**config.mk**
```make
export PLATFORM = sky130hd
export DESIGN_NAME = evt_xfer_seq
export DESIGN_NICKNAME = d
export VERILOG_FILES = /design/src/rtl/evt_xfer_pkg.sv /design/src/rtl/evt_xfer_cost.sv /design/src/rtl/evt_xfer_stcnt.sv /design/src/rtl/evt_xfer_ctrl.sv /design/src/rtl/evt_xfer_seq.sv
export SDC_FILE = /design/constraint.sdc
export NUM_CORES = 1
export LEC_CHECK = 0
export BUFFER_PORTS_ARGS = -buffer_cell sky130_fd_sc_hd__buf_2
export CAP_MARGIN = 20
export CORE_MARGIN = 4
export CORE_UTILIZATION = 60
export DETAILED_ROUTE_END_ITERATION = 8
export MAX_ROUTING_LAYER = met4
export PLACE_DENSITY = 0.92
export SLEW_MARGIN = 30
export SYNTH_ARGS = -nofsm -noshare
export SYNTH_HDL_FRONTEND = slang
export SYNTH_SLANG_ARGS = --single-unit
```
**constraint.sdc**
```tcl
create_clock -name clk -period 7.53 [get_ports clk]
set_clock_uncertainty 0.05 [all_clocks]
set_input_delay 1.506 -clock clk [delete_from_list [all_inputs] [get_ports clk]]
set_output_delay 1.506 -clock clk [all_outputs]
set_load 0.005 [all_outputs]
```
**src/rtl/evt_xfer_pkg.sv**
```systemverilog
package evt_xfer_pkg;

  localparam int ADDR_W = 16;
  localparam int DATA_W = 32;

  typedef logic [ADDR_W-1:0] xaddr_t;

  // bus access sizes
  localparam logic [1:0] SZ_BYTE = 2'd0;
  localparam logic [1:0] SZ_WORD = 2'd1;
  localparam logic [1:0] SZ_LONG = 2'd2;

  // region tags in address bits 15:14
  localparam logic [1:0] RG_ROM  = 2'd0;
  localparam logic [1:0] RG_RAM  = 2'd1;
  localparam logic [1:0] RG_IO16 = 2'd2;
  localparam logic [1:0] RG_IO8  = 2'd3;

  // transfer modes
  localparam logic [1:0] XM_NORMAL = 2'd0;
  localparam logic [1:0] XM_REPEAT = 2'd1;
  localparam logic [1:0] XM_BLOCK  = 2'd2;

  // address step codes
  localparam logic [1:0] STEP_UP = 2'b01;
  localparam logic [1:0] STEP_DN = 2'b10;

  // descriptor geometry
  localparam int DESC_WORDS = 3;
  localparam int DESC_BYTES = 4 * DESC_WORDS;

  typedef enum logic [2:0] {
    ST_IDLE,
    ST_VEC,
    ST_DRD,
    ST_XRD,
    ST_XWR,
    ST_DWR,
    ST_INT
  } xs_state_t;

  typedef struct packed {
    logic [1:0] mode;
    logic       wide;
    logic [1:0] sstep;
    logic [1:0] dstep;
    logic       chain;
  } xd_ctl_t;

endpackage

```
**src/rtl/evt_xfer_cost.sv**
```systemverilog
module evt_xfer_cost
  import evt_xfer_pkg::*;
#(
  parameter int COST_MEM    = 1,
  parameter int COST_IO_B   = 2,
  parameter int COST_IO16_W = 2,
  parameter int COST_IO8_W  = 4,
  parameter int CW          = 4
) (
  input  logic [ADDR_W-1:0] addr,
  input  logic [1:0]        size,
  output logic [CW-1:0]     cost
);

  logic [1:0] region;
  assign region = addr[ADDR_W-1 -: 2];

  // per-port word cost; a long access on an I/O port is two words
  function automatic logic [CW-1:0] io_cost(input logic [1:0] sz, input int wcost);
    logic [CW-1:0] r;
    case (sz)
      SZ_BYTE: r = CW'(COST_IO_B);
      SZ_WORD: r = CW'(wcost);
      default: r = CW'(2 * wcost);
    endcase
    return r;
  endfunction

  always_comb begin
    case (region)
      RG_IO16: cost = io_cost(size, COST_IO16_W);
      RG_IO8:  cost = io_cost(size, COST_IO8_W);
      default: cost = CW'(COST_MEM);
    endcase
  end

endmodule

```
**src/rtl/evt_xfer_stcnt.sv**
```systemverilog
module evt_xfer_stcnt #(
  parameter int CNT_W = 16
) (
  input  logic             clk,
  input  logic             rst_n,
  input  logic             clr,
  input  logic             inc,
  output logic [CNT_W-1:0] cnt
);

  always_ff @(posedge clk) begin
    if (!rst_n)   cnt <= '0;
    else if (clr) cnt <= '0;
    else if (inc) cnt <= cnt + 1'b1;
  end

endmodule

```
**src/rtl/evt_xfer_ctrl.sv**
```systemverilog
module evt_xfer_ctrl
  import evt_xfer_pkg::*;
#(
  parameter int          VEC_W    = 4,
  parameter int          CW       = 4,
  parameter int          INT_N    = 3,
  parameter logic [15:0] VEC_BASE = 16'h0000
) (
  input  logic              clk,
  input  logic              rst_n,
  input  logic              evt_valid,
  input  logic [VEC_W-1:0]  evt_vec,
  output logic              evt_ready,
  output logic              start,
  output logic              busy,
  output logic              done_irq,
  input  logic [CW-1:0]     acc_cost,
  output logic              mem_req,
  output logic              mem_we,
  output logic [1:0]        mem_size,
  output logic [ADDR_W-1:0] mem_addr,
  output logic [DATA_W-1:0] mem_wdata,
  input  logic [DATA_W-1:0] mem_rdata
);

  localparam int IW = (INT_N > (1 << CW)) ? $clog2(INT_N) : CW;

  xs_state_t        state_q;
  logic [1:0]       idx_q;
  logic [IW-1:0]    wcnt_q;
  logic [VEC_W-1:0] vec_q;
  xaddr_t           dptr_q, src_q, dst_q, init_q;
  xd_ctl_t          ctl_q;
  logic             side_q;
  logic [7:0]       rel_q, cur_q, left_q;
  logic [15:0]      data_q;
  logic             hit_q, irq_q;

  logic             fin;
  logic [IW-1:0]    lim;
  logic             last_pair;
  logic             is_block, is_rep;
  xaddr_t           desc_addr;
  logic             unused_rd;

  assign unused_rd = ^mem_rdata[22:16];

  function automatic xaddr_t nstep(input xaddr_t a, input logic [1:0] sel, input logic wide);
    xaddr_t d;
    d = wide ? xaddr_t'(2) : xaddr_t'(1);
    case (sel)
      STEP_UP: return a + d;
      STEP_DN: return a - d;
      default: return a;
    endcase
  endfunction

  assign busy      = (state_q != ST_IDLE);
  assign evt_ready = !busy;
  assign start     = evt_ready && evt_valid;
  assign done_irq  = irq_q;
  assign is_block  = (ctl_q.mode == XM_BLOCK);
  assign is_rep    = (ctl_q.mode == XM_REPEAT);
  assign last_pair = (left_q == 8'd1);
  assign desc_addr = dptr_q + xaddr_t'({idx_q, 2'b00});

  // bus drive, decoded from the state registers only
  always_comb begin
    mem_req   = 1'b0;
    mem_we    = 1'b0;
    mem_size  = SZ_LONG;
    mem_addr  = '0;
    mem_wdata = '0;
    case (state_q)
      ST_VEC: begin
        mem_req  = 1'b1;
        mem_size = SZ_WORD;
        mem_addr = VEC_BASE + xaddr_t'({vec_q, 1'b0});
      end
      ST_DRD: begin
        mem_req  = 1'b1;
        mem_addr = desc_addr;
      end
      ST_XRD: begin
        mem_req  = 1'b1;
        mem_size = ctl_q.wide ? SZ_WORD : SZ_BYTE;
        mem_addr = src_q;
      end
      ST_XWR: begin
        mem_req   = 1'b1;
        mem_we    = 1'b1;
        mem_size  = ctl_q.wide ? SZ_WORD : SZ_BYTE;
        mem_addr  = dst_q;
        mem_wdata = {16'h0000, data_q};
      end
      ST_DWR: begin
        mem_req  = 1'b1;
        mem_we   = 1'b1;
        mem_addr = desc_addr;
        case (idx_q)
          2'd0:    mem_wdata = {src_q, dst_q};
          2'd1:    mem_wdata = {ctl_q, side_q, 7'h00, rel_q, cur_q};
          default: mem_wdata = {16'h0000, init_q};
        endcase
      end
      default: ;
    endcase
  end

  // one busy cycle is one state; an access ends when its cost is used up
  always_comb begin
    if (state_q == ST_INT) lim = IW'(INT_N - 1);
    else                   lim = IW'(acc_cost) - 1'b1;
    fin = busy && (wcnt_q == lim);
  end

  always_ff @(posedge clk) begin
    if (!rst_n) begin
      state_q <= ST_IDLE;
      idx_q   <= '0;
      wcnt_q  <= '0;
      vec_q   <= '0;
      dptr_q  <= '0;
      src_q   <= '0;
      dst_q   <= '0;
      init_q  <= '0;
      ctl_q   <= '0;
      side_q  <= 1'b0;
      rel_q   <= '0;
      cur_q   <= '0;
      left_q  <= '0;
      data_q  <= '0;
      hit_q   <= 1'b0;
      irq_q   <= 1'b0;
    end else begin
      irq_q <= 1'b0;
      if (busy) wcnt_q <= fin ? '0 : wcnt_q + 1'b1;

      case (state_q)
        ST_IDLE: begin
          if (start) begin
            vec_q   <= evt_vec;
            hit_q   <= 1'b0;
            wcnt_q  <= '0;
            state_q <= ST_VEC;
          end
        end

        ST_VEC: if (fin) begin
          dptr_q  <= mem_rdata[15:0];
          idx_q   <= 2'd0;
          state_q <= ST_DRD;
        end

        ST_DRD: if (fin) begin
          case (idx_q)
            2'd0: begin
              src_q <= mem_rdata[31:16];
              dst_q <= mem_rdata[15:0];
              idx_q <= 2'd1;
            end
            2'd1: begin
              ctl_q  <= xd_ctl_t'(mem_rdata[31:24]);
              side_q <= mem_rdata[23];
              rel_q  <= mem_rdata[15:8];
              cur_q  <= mem_rdata[7:0];
              idx_q  <= 2'd2;
            end
            default: begin
              init_q  <= mem_rdata[15:0];
              left_q  <= is_block ? rel_q : 8'd1;
              idx_q   <= 2'd0;
              state_q <= ST_XRD;
            end
          endcase
        end

        ST_XRD: if (fin) begin
          data_q  <= ctl_q.wide ? mem_rdata[15:0] : {8'h00, mem_rdata[7:0]};
          src_q   <= nstep(src_q, ctl_q.sstep, ctl_q.wide);
          state_q <= ST_XWR;
        end

        ST_XWR: if (fin) begin
          dst_q  <= nstep(dst_q, ctl_q.dstep, ctl_q.wide);
          left_q <= left_q - 1'b1;
          if (last_pair) begin
            state_q <= ST_DWR;
            idx_q   <= 2'd0;
            if (is_rep) begin
              if (cur_q == 8'd1) begin
                cur_q <= rel_q;
                if (side_q) src_q <= init_q;
                else        dst_q <= init_q;
              end else begin
                cur_q <= cur_q - 1'b1;
              end
            end else begin
              cur_q <= cur_q - 1'b1;
              if (cur_q == 8'd1) hit_q <= 1'b1;
              if (is_block) begin
                if (side_q) src_q <= init_q;
                else        dst_q <= init_q;
              end
            end
          end else begin
            state_q <= ST_XRD;
          end
        end

        ST_DWR: if (fin) begin
          if (idx_q == 2'd2) begin
            idx_q <= 2'd0;
            if (ctl_q.chain) begin
              dptr_q  <= dptr_q + xaddr_t'(DESC_BYTES);
              state_q <= ST_DRD;
            end else begin
              state_q <= ST_INT;
            end
          end else begin
            idx_q <= idx_q + 1'b1;
          end
        end

        ST_INT: if (fin) begin
          irq_q   <= hit_q;
          state_q <= ST_IDLE;
        end

        default: state_q <= ST_IDLE;
      endcase
    end
  end

endmodule

```
**src/rtl/evt_xfer_seq.sv**
```systemverilog
module evt_xfer_seq
  import evt_xfer_pkg::*;
#(
  parameter int          VEC_W       = 4,
  parameter int          CNT_W       = 16,
  parameter int          COST_MEM    = 1,
  parameter int          COST_IO_B   = 2,
  parameter int          COST_IO16_W = 2,
  parameter int          COST_IO8_W  = 4,
  parameter int          INT_N       = 3,
  parameter logic [15:0] VEC_BASE    = 16'h0000
) (
  input  logic              clk,
  input  logic              rst_n,
  input  logic              evt_valid,
  output logic              evt_ready,
  input  logic [VEC_W-1:0]  evt_vec,
  output logic              busy,
  output logic [CNT_W-1:0]  state_cnt,
  output logic              done_irq,
  output logic              mem_req,
  output logic              mem_we,
  output logic [1:0]        mem_size,
  output logic [ADDR_W-1:0] mem_addr,
  output logic [DATA_W-1:0] mem_wdata,
  input  logic [DATA_W-1:0] mem_rdata
);

  localparam int MAXC = (COST_IO8_W > COST_IO16_W ? COST_IO8_W : COST_IO16_W) * 2;
  localparam int CW   = $clog2(MAXC + 1) + 1;

  logic [CW-1:0] acc_cost;
  logic          start;

  evt_xfer_cost #(
    .COST_MEM   (COST_MEM),
    .COST_IO_B  (COST_IO_B),
    .COST_IO16_W(COST_IO16_W),
    .COST_IO8_W (COST_IO8_W),
    .CW         (CW)
  ) u_cost (
    .addr(mem_addr),
    .size(mem_size),
    .cost(acc_cost)
  );

  evt_xfer_ctrl #(
    .VEC_W   (VEC_W),
    .CW      (CW),
    .INT_N   (INT_N),
    .VEC_BASE(VEC_BASE)
  ) u_ctrl (
    .clk      (clk),
    .rst_n    (rst_n),
    .evt_valid(evt_valid),
    .evt_vec  (evt_vec),
    .evt_ready(evt_ready),
    .start    (start),
    .busy     (busy),
    .done_irq (done_irq),
    .acc_cost (acc_cost),
    .mem_req  (mem_req),
    .mem_we   (mem_we),
    .mem_size (mem_size),
    .mem_addr (mem_addr),
    .mem_wdata(mem_wdata),
    .mem_rdata(mem_rdata)
  );

  evt_xfer_stcnt #(
    .CNT_W(CNT_W)
  ) u_stcnt (
    .clk  (clk),
    .rst_n(rst_n),
    .clr  (start),
    .inc  (busy),
    .cnt  (state_cnt)
  );

endmodule

```
==> summary.txt <==
Run status
  • Outcome: completed

Timing
  • Relative slew slack: 0.343
  • Worst slew pin tran: 986 ps
  • Fin. Hold Viols: 0
  • Endpoints failing setup: 0
  • Slew Viols, Final: 0
  • RSZ-0062 raised after global routing: false
  • Post-route setup TNS: 0 ps
  • Min Tclk post-route: 4730 ps
  • Tcrit/Tclk final: 0.628
  • WHS: 408 ps
  • Max Fclk: 212 MHz

Final layout
  • Fill cell count: 1365
  • Register area: 0.00290 mm²
  • Antenna cells: 0
  • Footprint of the multi-input gates: 0.00666 mm²
  • Syn-to-layout area delta: 11.3%
  • Nets: 1442
  • Share of cells above drive strength 1: 0.137

Logic synthesis
  • Most frequent cell after synthesis: nor2_1
  • Mux cell area share after synthesis: 0.100
  • Syn Nets: 1393
  • Yosys top cell area share: 0.289
  • Yosys warns: 0
  • Number of flops mapped to enable cells by yosys: 0
  • Asr flop ratio synth: 0
  • Synth unique cells: 71
  • Synth Register Bits: 145
  • Syn_area_per_cell: 7.66 µm²
  • Post-Synthesis Cells: 1311
  • Cell taking the most area after synthesis: dfxtp_1
  • Top cells by area, synth: dfxtp_1 (29%), mux2i_1 (9.5%), nor2_1 (6.8%)
  • Post-synthesis simple-gate area fraction: 0.224
  • Post-synth top cells: nor2_1 (182), dfxtp_1 (145), nand2_1 (135), a21oi_1 (99), mux2i_1 (95)
  • Register area share after synthesis: 0.289
  • Compound-Gate Fraction of Synth Area: 0.240
  • Post-synthesis adder-cell area fraction: 0.0558
  • Largest family of logic cells by synthesized area: compound AO/OA/AOI/OAI gates
  • Synthesized area: 0.0100 mm²
  • Post-Synth XOR/XNOR Area: 0.0410
  • Ys flop type: dfxtp_1

Drt
  • First drt pass iteration count: 6
  • Routed WL: 34200 µm
  • Vias/cell: 6.75
  • Wire per inst: 21.5 µm
  • 1st-iter DRT viols: 1747
  • Total number of vias: 10.8k
  • # DRC: 0
  • Antenna viol nets, final: 0

Die
  • IO Count: 110
  • CORE AREA: 0.0165 mm²
  • Die height: 137 µm
  • Initial Util: 0.608
  • Die Wd: 137 µm
  • DIE AREA: 0.0189 mm²
  • Site Rows: 47

Setup path
  • Worst-path cell chain: buf_4 > ha_1 > fa_1 > nand4_1 > nor2_1 > nand2_1 > xnor2_1 > nor2_1 > o32ai_1 > buf_2
  • CP dominant cell by count: nor2_1
  • Top delay family on crit path: buffers and inverters
  • Critical path's largest stage delay: 440 ps
  • Buf+Inv Stages, Crit Path: 2
  • WP depth: 10
  • Required @ worst endpoint: 5970 ps
  • Crit end category: output port
  • Slowest-stage cell, CP: buf_4
  • Worst path arrival time: 3170 ps
  • Critical path fanouts, max: 31
  • Startpoint Class: register
  • FF-to-FF path depth: 10
  • Worst reg-to-reg setup slack: 2970 ps
  • Kind of critical path: reg -> out

GRT
  • Largest net degree at the start of global routing: 69
  • Vias in the first global route: 9725
  • First-pass GRT wire length: 52800 µm
  • Initial antenna violation count: 0
  • Remaining Overflow, GRT: 0
  • Gr usage total: 0.371

Clock network
  • CTS tree: done
  • Clk buf depth: 2
  • Num CTS Buffers: 17
  • Sinks on the clock net: 145
  • Post-CTS Resized: 0
  • Post-CTS Hold Fix Bufs: 0
  • H-tree Lvls: 4
  • Setup bufs post-CTS: 0
  • Clock slew seen by the registers of the worst setup and hold paths: 70 ps
  • Clk_lat worst skew: 440 ps
  • Root buffer cell: clkbuf_16

Power and ir drop
  • Tot Pwr: 2.92 mW
  • Power per Cell Area: 261 mW/mm²
  • Leakage power: 4.46 nW
  • Worst vdd ir: 0.255 mV

Job
  • Maxcap violations: 0

Hold path
  • Worst min path class: reg -> reg
  • Hold Path Depth: 2

Place
  • Hpwl dp: 24000 µm
  • Number of port buffers: 109
  • Global placer's final weighted congestion: 0.991
## kinds of logic after synthesis
family | count (synthesis)
flops | 145
mux | 100
xor+xnor | 47
simple gates | 489
compound gates | 366
buf+inv | 121
fa+ha+maj | 43
## worst paths after layout
| path | start | to |
|---|---|---|
| max | u_ctrl.idx_q[0] | mem_addr[12] |
| min | u_ctrl.data_q[15] | u_ctrl.data_q[15] |
| max reg2reg | u_ctrl.state_q[1] | u_ctrl.init_q[13] |
| min reg2reg | u_ctrl.data_q[15] | u_ctrl.data_q[15] |
## routing by layer
metal  track usage  wire length [µm]  up-vias
met5             -                 0        -
met4         0.219              2350        0
met3        0.0756              4370      183
met2         0.544             14800      794
met1         0.471             12700     4923
li1              -                 -     4853
## worst register-to-register path, cell delays in order, from the launching register on
cell	delay [ps]
dfxtp_1	880
nor3b_2	140
buf_4	350
a22o_1	360
o311a_1	160
or4_4	500
a211oi_4	330
o21a_1	430
and3_1	850
mux2i_1	300
nor2_1	70
## cell type report
| class | count | share of cell area |
|---|---|---|
| tap | 220 | 0.0246 |
| clock inverter | 13 | 0.0115 |
| timing repair buffer | 123 | 0.0585 |
| inverter | 28 | 0.00940 |
| sequential | 145 | 0.260 |
| clock buffer | 19 | 0.0405 |
| multi-input combinational | 1045 | 0.596 |
## report_power, final
group / switching [mW] / leakage, nW / internal [mW] / total [mW]
clock: 0.369 / 0.274 / 0.477 / 0.846
combinational: 0.657 / 3.01 / 0.374 / 1.03
sequential: 0.181 / 1.17 / 0.866 / 1.05
## state kept, by name (all words and copies together) (netlist names)
name,cells
u_ctrl.ctl_q,8
u_ctrl.init_q,16
u_ctrl.src_q,16
u_ctrl.rel_q,8
u_ctrl.side_q,1
u_ctrl.dptr_q,16
u_ctrl.hit_q,1
u_ctrl.left_q,8
u_ctrl.wcnt_q,5
u_ctrl.vec_q,4
u_ctrl.state_q,3
u_ctrl.cur_q,8
u_ctrl.done_irq,1
u_ctrl.data_q,16
u_ctrl.idx_q,2
u_stcnt.cnt,16
u_ctrl.dst_q,16
## placed cells by master (no fill, tap or decap), types with 8 or more instances in the layout
cell / count
dfxtp_1: 144
a21oi_1: 99
buf_4: 13
and3_1: 17
nand3_1: 45
clkbuf_16: 17
nor2_1: 181
xor2_1: 27
o22ai_1: 8
o21ai_0: 78
nand4_1: 9
a21o_1: 9
o211ai_1: 27
nand2_1: 135
or3_1: 15
ha_1: 40
buf_2: 109
a311oi_1: 12
inv_1: 27
a31oi_1: 25
mux2i_1: 95
o21a_1: 10
xnor2_1: 20
nor3_1: 25
nand2b_1: 14
a221oi_1: 14
a22oi_1: 14
a211oi_1: 17
nor2b_1: 12
## stage by stage
stage	cell area, µm²	instances	utilization	setup slack (ps)
finish	11200	1593	0.677	2800
global route	11200	1593	0.677	2580
CTS	11200	1593	0.676	2930
detailed placement	10600	1561	0.641	3090
global placement	10600	1560	0.640	3170
floorplan	10000	1311	-	4000
(Power assumes the default switching activity.)
